<file path="src/rtl/dmaout_pkg.sv">
package dmaout_pkg;
   typedef enum logic [2:0] {
      S_IDLE,
      S_LOAD,
      S_FETCH,
      S_SEND,
      S_WBACK,
      S_HALT
   } chan_state_t;

   localparam int FLAG_EOL  = 0;
   localparam int FLAG_EOP  = 3;
   localparam int FLAG_INTR = 4;
endpackage

</file>
<file path="src/rtl/dmaout_lane.sv">
module dmaout_lane #(
   parameter int DW = 32,
   localparam int BYTES = DW / 8,
   localparam int OFF = $clog2(BYTES)
) (
   input  logic [DW-1:0]  word_i,
   input  logic [OFF-1:0] sel_i,
   output logic [7:0]     byte_o
);
   logic [7:0] lanes [BYTES];

   generate
      for (genvar g = 0; g < BYTES; g++) begin : g_lane
         assign lanes[g] = word_i[8*g +: 8];
      end
   endgenerate

   assign byte_o = lanes[sel_i];
endmodule

</file>
<file path="src/rtl/dmaout_irq.sv">
module dmaout_irq (
   input  logic clk,
   input  logic rst_n,
   input  logic set_i,
   input  logic ack_i,
   input  logic mask_i,
   output logic irq_o
);
   logic raw_q;

   always_ff @(posedge clk or negedge rst_n) begin
      if (!rst_n)     raw_q <= 1'b0;
      else if (set_i) raw_q <= 1'b1;
      else if (ack_i) raw_q <= 1'b0;
   end

   assign irq_o = raw_q & mask_i;

   // the raw interrupt only rises after a completion asked for it
   a_r6_rise_from_set: assert property (@(posedge clk) disable iff (!rst_n)
      $rose(raw_q) |-> $past(set_i));
   // acknowledge clears the raw interrupt
   a_r6_ack_clears: assert property (@(posedge clk) disable iff (!rst_n)
      (ack_i && !set_i) |=> !raw_q);
endmodule

</file>
<file path="src/rtl/dmaout_chan.sv">
module dmaout_chan
   import dmaout_pkg::*;
#(
   parameter int AW = 32,
   parameter int DW = 32,
   localparam int BYTES = DW / 8,
   localparam int OFF = $clog2(BYTES)
) (
   input  logic          clk,
   input  logic          rst_n,
   input  logic          cfg_en,
   input  logic          cfg_stop,
   input  logic          start,
   input  logic [AW-1:0] start_addr,
   input  logic          cont,
   input  logic          intr_mask,
   input  logic          intr_ack,
   output logic          mem_req,
   output logic          mem_we,
   output logic [AW-1:0] mem_addr,
   output logic [DW-1:0] mem_wdata,
   input  logic          mem_ack,
   input  logic [DW-1:0] mem_rdata,
   output logic          st_valid,
   output logic [7:0]    st_data,
   output logic          st_last,
   input  logic          st_ready,
   output logic          busy,
   output logic          at_eol,
   output logic          irq
);
   generate
      if (DW % 8 != 0 || DW < 16 || (1 << OFF) != BYTES)
         $error("DW must be a power-of-two multiple of 8, at least 16");
      if (AW > DW)
         $error("AW must fit in one descriptor word");
   endgenerate

   chan_state_t   state;
   logic [AW-1:0] desc_addr, nxt, bufp, aft, cur;
   logic [DW-1:0] flags, word_q;
   logic [1:0]    idx;
   logic          reload, eol_q;

   logic [AW-1:0] cur_inc;
   logic          beat, last_byte, go_wback, intr_set;

   assign cur_inc   = cur + AW'(1);
   assign beat      = st_valid && st_ready;
   assign last_byte = (cur_inc == aft);
   assign go_wback  = (state == S_SEND && beat && last_byte) ||
                      (state == S_LOAD && mem_ack && idx == 2'd3 && !reload &&
                       bufp == mem_rdata[AW-1:0]);
   assign intr_set  = go_wback && flags[FLAG_INTR];

   always_ff @(posedge clk or negedge rst_n) begin
      if (!rst_n) begin
         state     <= S_IDLE;
         desc_addr <= '0;
         nxt       <= '0;
         bufp      <= '0;
         aft       <= '0;
         cur       <= '0;
         flags     <= '0;
         word_q    <= '0;
         idx       <= '0;
         reload    <= 1'b0;
         eol_q     <= 1'b0;
      end else begin
         unique case (state)
            S_IDLE, S_HALT: begin
               if (start) begin
                  desc_addr <= start_addr;
                  eol_q     <= 1'b0;
                  reload    <= 1'b0;
                  idx       <= '0;
                  state     <= S_LOAD;
               end else if (state == S_HALT && cont && cfg_en && !cfg_stop) begin
                  reload <= 1'b1;
                  idx    <= '0;
                  state  <= S_LOAD;
               end
            end
            S_LOAD: if (mem_ack) begin
               idx <= idx + 2'd1;
               unique case (idx)
                  2'd0: nxt   <= mem_rdata[AW-1:0];
                  2'd1: bufp  <= mem_rdata[AW-1:0];
                  2'd2: flags <= mem_rdata;
                  default: aft <= mem_rdata[AW-1:0];
               endcase
               if (idx == 2'd3) begin
                  if (reload) begin
                     if (!flags[FLAG_EOL]) begin
                        desc_addr <= nxt;
                        eol_q     <= 1'b0;
                        reload    <= 1'b0;
                     end else begin
                        state <= S_HALT;
                     end
                  end else begin
                     cur   <= bufp;
                     state <= go_wback ? S_WBACK : S_FETCH;
                  end
               end
            end
            S_FETCH: if (mem_ack) begin
               word_q <= mem_rdata;
               state  <= S_SEND;
            end
            S_SEND: if (beat) begin
               cur <= cur_inc;
               if (last_byte)                 state <= S_WBACK;
               else if (cur_inc[OFF-1:0] == '0) state <= S_FETCH;
            end
            S_WBACK: if (mem_ack) begin
               idx <= idx + 2'd1;
               if (idx == 2'd3) begin
                  if (flags[FLAG_EOL]) begin
                     eol_q <= 1'b1;
                     state <= S_HALT;
                  end else begin
                     desc_addr <= nxt;
                     state     <= S_LOAD;
                  end
               end
            end
            default: state <= S_IDLE;
         endcase
      end
   end

   always_comb begin
      mem_req   = (state == S_LOAD) || (state == S_FETCH) || (state == S_WBACK);
      mem_we    = (state == S_WBACK);
      mem_addr  = desc_addr + (AW'(idx) << OFF);
      if (state == S_FETCH) mem_addr = {cur[AW-1:OFF], {OFF{1'b0}}};
      unique case (idx)
         2'd0:    mem_wdata = DW'(nxt);
         2'd1:    mem_wdata = DW'(bufp);
         2'd2:    mem_wdata = flags;
         default: mem_wdata = DW'(aft);
      endcase
   end

   dmaout_lane #(.DW(DW)) i_lane (
      .word_i (word_q),
      .sel_i  (cur[OFF-1:0]),
      .byte_o (st_data)
   );

   dmaout_irq i_irq (
      .clk    (clk),
      .rst_n  (rst_n),
      .set_i  (intr_set),
      .ack_i  (intr_ack),
      .mask_i (intr_mask),
      .irq_o  (irq)
   );

   assign st_valid = (state == S_SEND);
   assign st_last  = st_valid && last_byte && flags[FLAG_EOP];
   assign busy     = (state != S_IDLE);
   assign at_eol   = eol_q;

   // memory request held until acknowledged
   a_r12_mem_hold: assert property (@(posedge clk) disable iff (!rst_n)
      (mem_req && !mem_ack) |=> (mem_req && $stable(mem_addr) && $stable(mem_we)
                                 && $stable(mem_wdata)));
   // stream beat held until accepted
   a_r12_st_hold: assert property (@(posedge clk) disable iff (!rst_n)
      (st_valid && !st_ready) |=> (st_valid && $stable(st_data) && $stable(st_last)));
   // a parked channel sends nothing
   a_r8_quiet_at_eol: assert property (@(posedge clk) disable iff (!rst_n)
      at_eol |-> !st_valid);
   // a blocked continue leaves the memory port quiet
   a_r10_blocked_cont: assert property (@(posedge clk) disable iff (!rst_n)
      (state == S_HALT && !start && cont && (!cfg_en || cfg_stop)) |=> !mem_req);
   // start from idle or parked clears the end-of-list status
   a_r11_start_clears: assert property (@(posedge clk) disable iff (!rst_n)
      ((state == S_IDLE || state == S_HALT) && start) |=> !at_eol);
endmodule

</file>
<file path="config.mk">
export PLATFORM = sky130hd
export DESIGN_NAME = dmaout_chan
export DESIGN_NICKNAME = d
export VERILOG_FILES = /design/src/rtl/dmaout_pkg.sv /design/src/rtl/dmaout_lane.sv /design/src/rtl/dmaout_irq.sv /design/src/rtl/dmaout_chan.sv
export SDC_FILE = /design/constraint.sdc
export NUM_CORES = 1
export LEC_CHECK = 0
export BUFFER_PORTS_ARGS = -buffer_cell sky130_fd_sc_hd__buf_2
export CORE_UTILIZATION = 40
export DETAILED_ROUTE_END_ITERATION = 10
export PLACE_DENSITY = 0.56
export SYNTH_ARGS = -nofsm -noshare
export SYNTH_HDL_FRONTEND = slang
export SYNTH_SLANG_ARGS = --single-unit
</file>
<file path="constraint.sdc">
create_clock -name clk -period 8.2 [get_ports clk]
set_clock_uncertainty 0.15 [all_clocks]
set_input_delay 2.05 -clock clk [delete_from_list [all_inputs] [get_ports clk]]
set_output_delay 2.05 -clock clk [all_outputs]
set_load 0.01 [all_outputs]
</file>
======== After elaboration in Yosys (flattened, before gate mapping) ========
Cells that the tools add are included.
word-level totals
  register bits ........................... 232
  input bits .............................. 74
  output and inout bits ................... 79
  word-level logic and storage cells ...... 140
cells by class
  $add $sub $neg .......................... 3
  order comparisons ....................... 1
  equality and inequality tests ........... 25
  muxes and demuxes ....................... 55
  bitwise gates (word level) .............. 3
  reductions and logical operators ........ 41
operators with widths
  cell                                                                      count
  32-bit 2-to-1 mux                                                         12
  32-bit one-hot mux with 3 select lines                                    2
  32-bit equality test                                                      2
  32-bit one-hot mux with 2 select lines                                    1
  3-bit 2-to-1 mux                                                          14
  32-bit by 1-bit adder with 32-bit output (second input constant)          1
  32-bit by 4-bit adder with 32-bit output                                  1
  9-bit AND reduction                                                       2
  8-bit binary-select mux with 2-bit select                                 1
  1-bit 2-to-1 mux                                                          16
  8-bit 2-to-1 mux                                                          2
  3-bit one-hot mux with 5 select lines                                     1
  3-bit AND reduction                                                       5
  1-bit logical AND                                                         13
  2-bit by 1-bit inequality test with 1-bit output (second input constant)  6
  2-bit inequality test (second input constant)                             6
  2-bit nonzero test                                                        4
  7-bit AND reduction                                                       1
  3-bit by 2-bit equality test with 1-bit output (second input constant)    2
  3-bit equality test (second input constant)                               2
  2-bit 2-to-1 mux                                                          3
  3-bit inequality test (second input constant)                             2
  3-bit nonzero test                                                        2
  5-bit AND reduction                                                       1
  20 further kinds                                                          26

======== Logic depth before layout (Yosys ltp) ========
  depth after elaboration ................. 11
  depth in mapped cells ................... 10
  gate-level depth less buffers ........... 10

======== By module ========
Synthesis repeated with hierarchy kept, for this count alone.
second synthesis, totals
  cells, all modules ...................... 1,357
  area, all modules ....................... 13,281.5 um^2
by module, submodules not included
  module       times used  cells an instance  area each (um^2)  seq. area each (um^2)
  dmaout_chan  1           1,343              13,042.5          5,780.5
  dmaout_lane  1           10                 196.4             0.0
  dmaout_irq   1           4                  42.5              25.0

======== Worst setup path after synthesis ========
No wires, ideal clock.
  path kind ............................... flip-flop to output port
  start point ............................. reg idx[0]
  end point ............................... out mem_addr[30]
  arrival ................................. 2.775 ns
  data required time ...................... 6.000 ns
  path slack .............................. 3.225 ns
  cell stages (with the launch flop) ...... 11
  path buffers ............................ 0
  cells stage by stage .................... dfrtp_1 -> ha_1 -> inv_1 -> fa_1 -> nand3b_1 -> nor4_1 -> and3_1 -> and2_1 -> nand4_1 -> xor2_1 -> o21ai_0
between the ends
  word-level cells in the longest chain between the ends .. 2
ends and longest elaborated chain
  what                                      line                RTL
  start, declared                           dmaout_chan.sv:42   logic [1:0] idx;
  start signal, assigned                    dmaout_chan.sv:85   idx <= idx + 2'd1;
  start signal, assigned                    dmaout_chan.sv:117  idx <= idx + 2'd1;
  32-bit by 4-bit adder with 32-bit output  dmaout_chan.sv:136  mem_addr = desc_addr + (AW'(idx) << OFF);
  32-bit 2-to-1 mux                         dmaout_chan.sv:137  if (state == S_FETCH) mem_addr = {cur[AW-1:OFF], {OFF{1'b0}}};
  end, declared                             dmaout_chan.sv:20   output logic [AW-1:0] mem_addr,
No other way between the ends.

======== Worst setup path in the final report ========
  start point ............................. reg cur[0]
  end point ............................... out st_last
between the ends
  word-level cells in the longest chain between the ends .. 4
ends and longest elaborated chain
  what                                      line                RTL
  start, declared                           dmaout_chan.sv:40   logic [AW-1:0] desc_addr, nxt, bufp, aft, cur;
  start signal, assigned                    dmaout_chan.sv:102  cur <= bufp;
  start signal, assigned                    dmaout_chan.sv:112  cur <= cur_inc;
  32-bit by 1-bit adder with 32-bit output  dmaout_chan.sv:48   assign cur_inc = cur + AW'(1);
  32-bit equality test                      dmaout_chan.sv:50   assign last_byte = (cur_inc == aft);
  1-bit logical AND (2 in a row)            dmaout_chan.sv:162  assign st_last = st_valid && last_byte && flags[FLAG_EOP];
  end, declared                             dmaout_chan.sv:26   output logic st_last,
No other way between the ends.

==> results.py <==
metrics = {
    "yosys": {
        "synth_top_cell_area_share_pct": 42.4,
        "synth.area.top_cells": "dfrtp_1 42%, mux2_2 9.8%, nand2_1 5.9%",
        "synth_enable_flop_cells": 0,
        "synthesis.nets": 1534,
        "ys_async_sr_fraction_pct": 100,
        "ys.warnings.count": 0,
        "syn-cell-area_mm2": 0.0137,
        "syn_area_per_cell_um2": 9.42,
        "synth_seq_area_share_pct": 42.4,
        "synthFlopType": "dfrtp_1",
        "synth_common_cells": "232 x dfrtp_1, 215 x nand2_1, 123 x o21ai_0",
        "synth.most_common_cell": "dfrtp_1",
        "postSynthCellCount": 1452,
        "synth.distinct_cells": 69,
        "ys_seq_elements": 232,
        "synth_top_area_cell": "dfrtp_1",
    },
    "cts": {
        "cts.sinks": 232,
        "htree_num_levels": 1,
        "clock-root-buffer": "clkbuf_16",
        "clk_pin_slew_ps": 60,
        "cts_hold_buffers": 0,
        "post_cts_buffers": 0,
        "clkLatencyLatePin_ps": 560,
        "cts_resized": 0,
        "cts_made_buffers": 29,
        "cts_buffer_depth": 3,
        "cts_tree": "built",
    },
    "power": {
        "power.total_mw": 7.01,
        "p_per_area_mw_per_mm2": 443,
        "total_leakage_power_nw": 6.95,
        "peakVddDrop_mv": 0.501,
    },
    "worst_setup_path": {
        "critPathKind": "reg2out",
        "startpoint_type": "register",
        "path_max_fanout": 15,
        "arrival_ps": 4420,
        "worstRegToRegCells": 8,
        "startpoint": "cur[0]",
        "endpoint_kind": "output pin",
        "r2r-start": "cur[0]",
        "cp.required_ps": 6000,
    },
    "drt": {
        "dr.pass1.iters": 9,
        "avgViaCountPerCell": 6.00,
        "drtAntennaViolNets": 0,
        "wirelength_mm": 52.0,
        "drc": 0,
        "drtIter0Drc": 1353,
        "wire_per_inst_um": 25.8,
        "vias": 12087,
    },
    "cells_and_area": {
        "drive_gt1_share_pct": 23.7,
        "final_nets": 1629,
        "multi_input_area_mm2": 0.00737,
        "finish.utilization_pct": 47.1,
        "seq_area_mm2": 0.00581,
        "fillCellCount": 3190,
        "syn_to_final_growth_pct": 15.7,
        "n_antenna_cell": 0,
        "design_area_mm2": 0.0158,
    },
    "global_route": {
        "grt_overflow": 0,
        "grt_usage_pct": 29.4,
        "grt_pass1_vias": 11541,
        "grt_max_degree": 128,
        "antenna_found_initial": 0,
        "grt_pass1_wl_mm": 77.1,
    },
    "sta": {
        "tns_ps": 0,
        "setup-violations-final": 0,
        "report.final.hold_viol_count": 0,
        "tightestPinTransition_ps": 927,
        "finalMaxSlewViolations": 0,
        "period_needed_ps": 6620,
        "hold_slack_ps": 333,
        "rsz0062_at_grt": "false",
        "max_freq_mhz": 151,
        "relSlewSlack_pct": 37.9,
        "finalCritPeriodShare_pct": 80.8,
    },
    "min_path": {
        "hold_start": "desc_addr[0]",
        "hold-path-cell-count": 2,
        "hold_path.class": "reg2reg",
    },
    "floorplan": {
        "rows": 67,
        "core_mm2": 0.0336,
        "io_pins": 153,
        "die_x_um": 187,
        "initial_core_util_pct": 40.7,
        "die_height_um": 187,
        "dieArea_mm2": 0.0349,
    },
    "placed_design": {
        "gp_congestion": 0.976,
        "place_area_mm2": 0.0148,
        "hpwlAfterDp_mm": 38.0,
        "port_buffers": 152,
    },
    "job": {
        "drv_cap": 0,
    },
    "outcome": {
        "status": "finished, final reports clean",
    },
}
-- where the power goes --
group | internal, mW | switching [mW] | total (mW)
combinational | 1.30 | 1.69 | 3.00
clock | 0.923 | 0.517 | 1.44
sequential | 1.68 | 0.898 | 2.57
total | 3.90 | 3.11 | 7.01
-- metal layers --
layer | share of wire, % | up-vias | global-route usage [%]
met4 | 5.1 | 0 | 13.8
met3 | 6.9 | 105 | 3.60
met1 | 43 | 6026 | 41.4
li1 | - | 5447 | -
met5 | 0 | - | 0
met2 | 45 | 509 | 45.2
-- cell type report --
class / instances / area share [%]
Clock buffer: 36 / 4.94
Multi-Input combinational cell: 1088 / 46.6
Clock inverter: 15 / 1.83
Tap cell: 448 / 3.54
Sequential cell: 232 / 36.7
Inverter: 25 / 0.593
Timing Repair Buffer: 171 / 5.85
-- per-stage QoR --
step,std cells,setup slack (ps)
global route,2015,1430
finish,2015,1580
CTS,2015,1660
global placement,1964,2260
floorplan,1452,3220
detailed placement,1964,2250
-- path summary, 6_finish.rpt --
path / end / slack [ps]
setup / recovery: st_last / 1580
hold / removal: desc_addr[0] / 330
setup reg to reg: state[0] / 3890
hold reg to reg: desc_addr[0] / 330
max in group asynchronous: nxt[28] / 5310
min in group asynchronous: desc_addr[19] / 1390
-- worst max-delay path: stages, from the launching register on --
cell and delay [ps]:
dfrtp_1 930, ha_1 400, nand3_1 480, or2_1 460
o31ai_1 430, nand4_1 160, or3_1 330, nor4_1 450
buf_2 220
-- sequential cells by signal, indices dropped and copies added, names as in the netlist, 2 cells and up --
signal,count
aft,32
bufp,32
cur,32
desc_addr,32
flags,32
idx,2
nxt,32
state,3
word_q,32
-- logic make-up after synthesis --
kind of cell | count (synthesis) | share of synthesized area [%]
simple gates | 502 | 18.3
fa+ha+maj | 8 | 0.787
flops | 232 | 42.4
compound gates | 310 | 13.9
xor+xnor | 101 | 6.47
buf+inv | 132 | 4.07
mux | 167 | 14.0
-- placed cells by master, fill, tap and decap left out, types with 10 or more instances in the layout --
master	count
a21oi_1	81
a222oi_1	32
a31oi_1	10
and2_1	16
and3_1	15
and4_1	10
buf_2	151
buf_4	18
clkbuf_16	29
dfrtp_1	232
inv_1	23
mux2_2	119
mux2i_1	40
nand2_1	215
nand3_1	36
nand4_1	37
nor2_1	73
nor3_1	17
nor4_1	34
o21ai_0	122
o22ai_1	11
xnor2_1	34
xor2_1	67
Power figures use the tool's default switching activity.
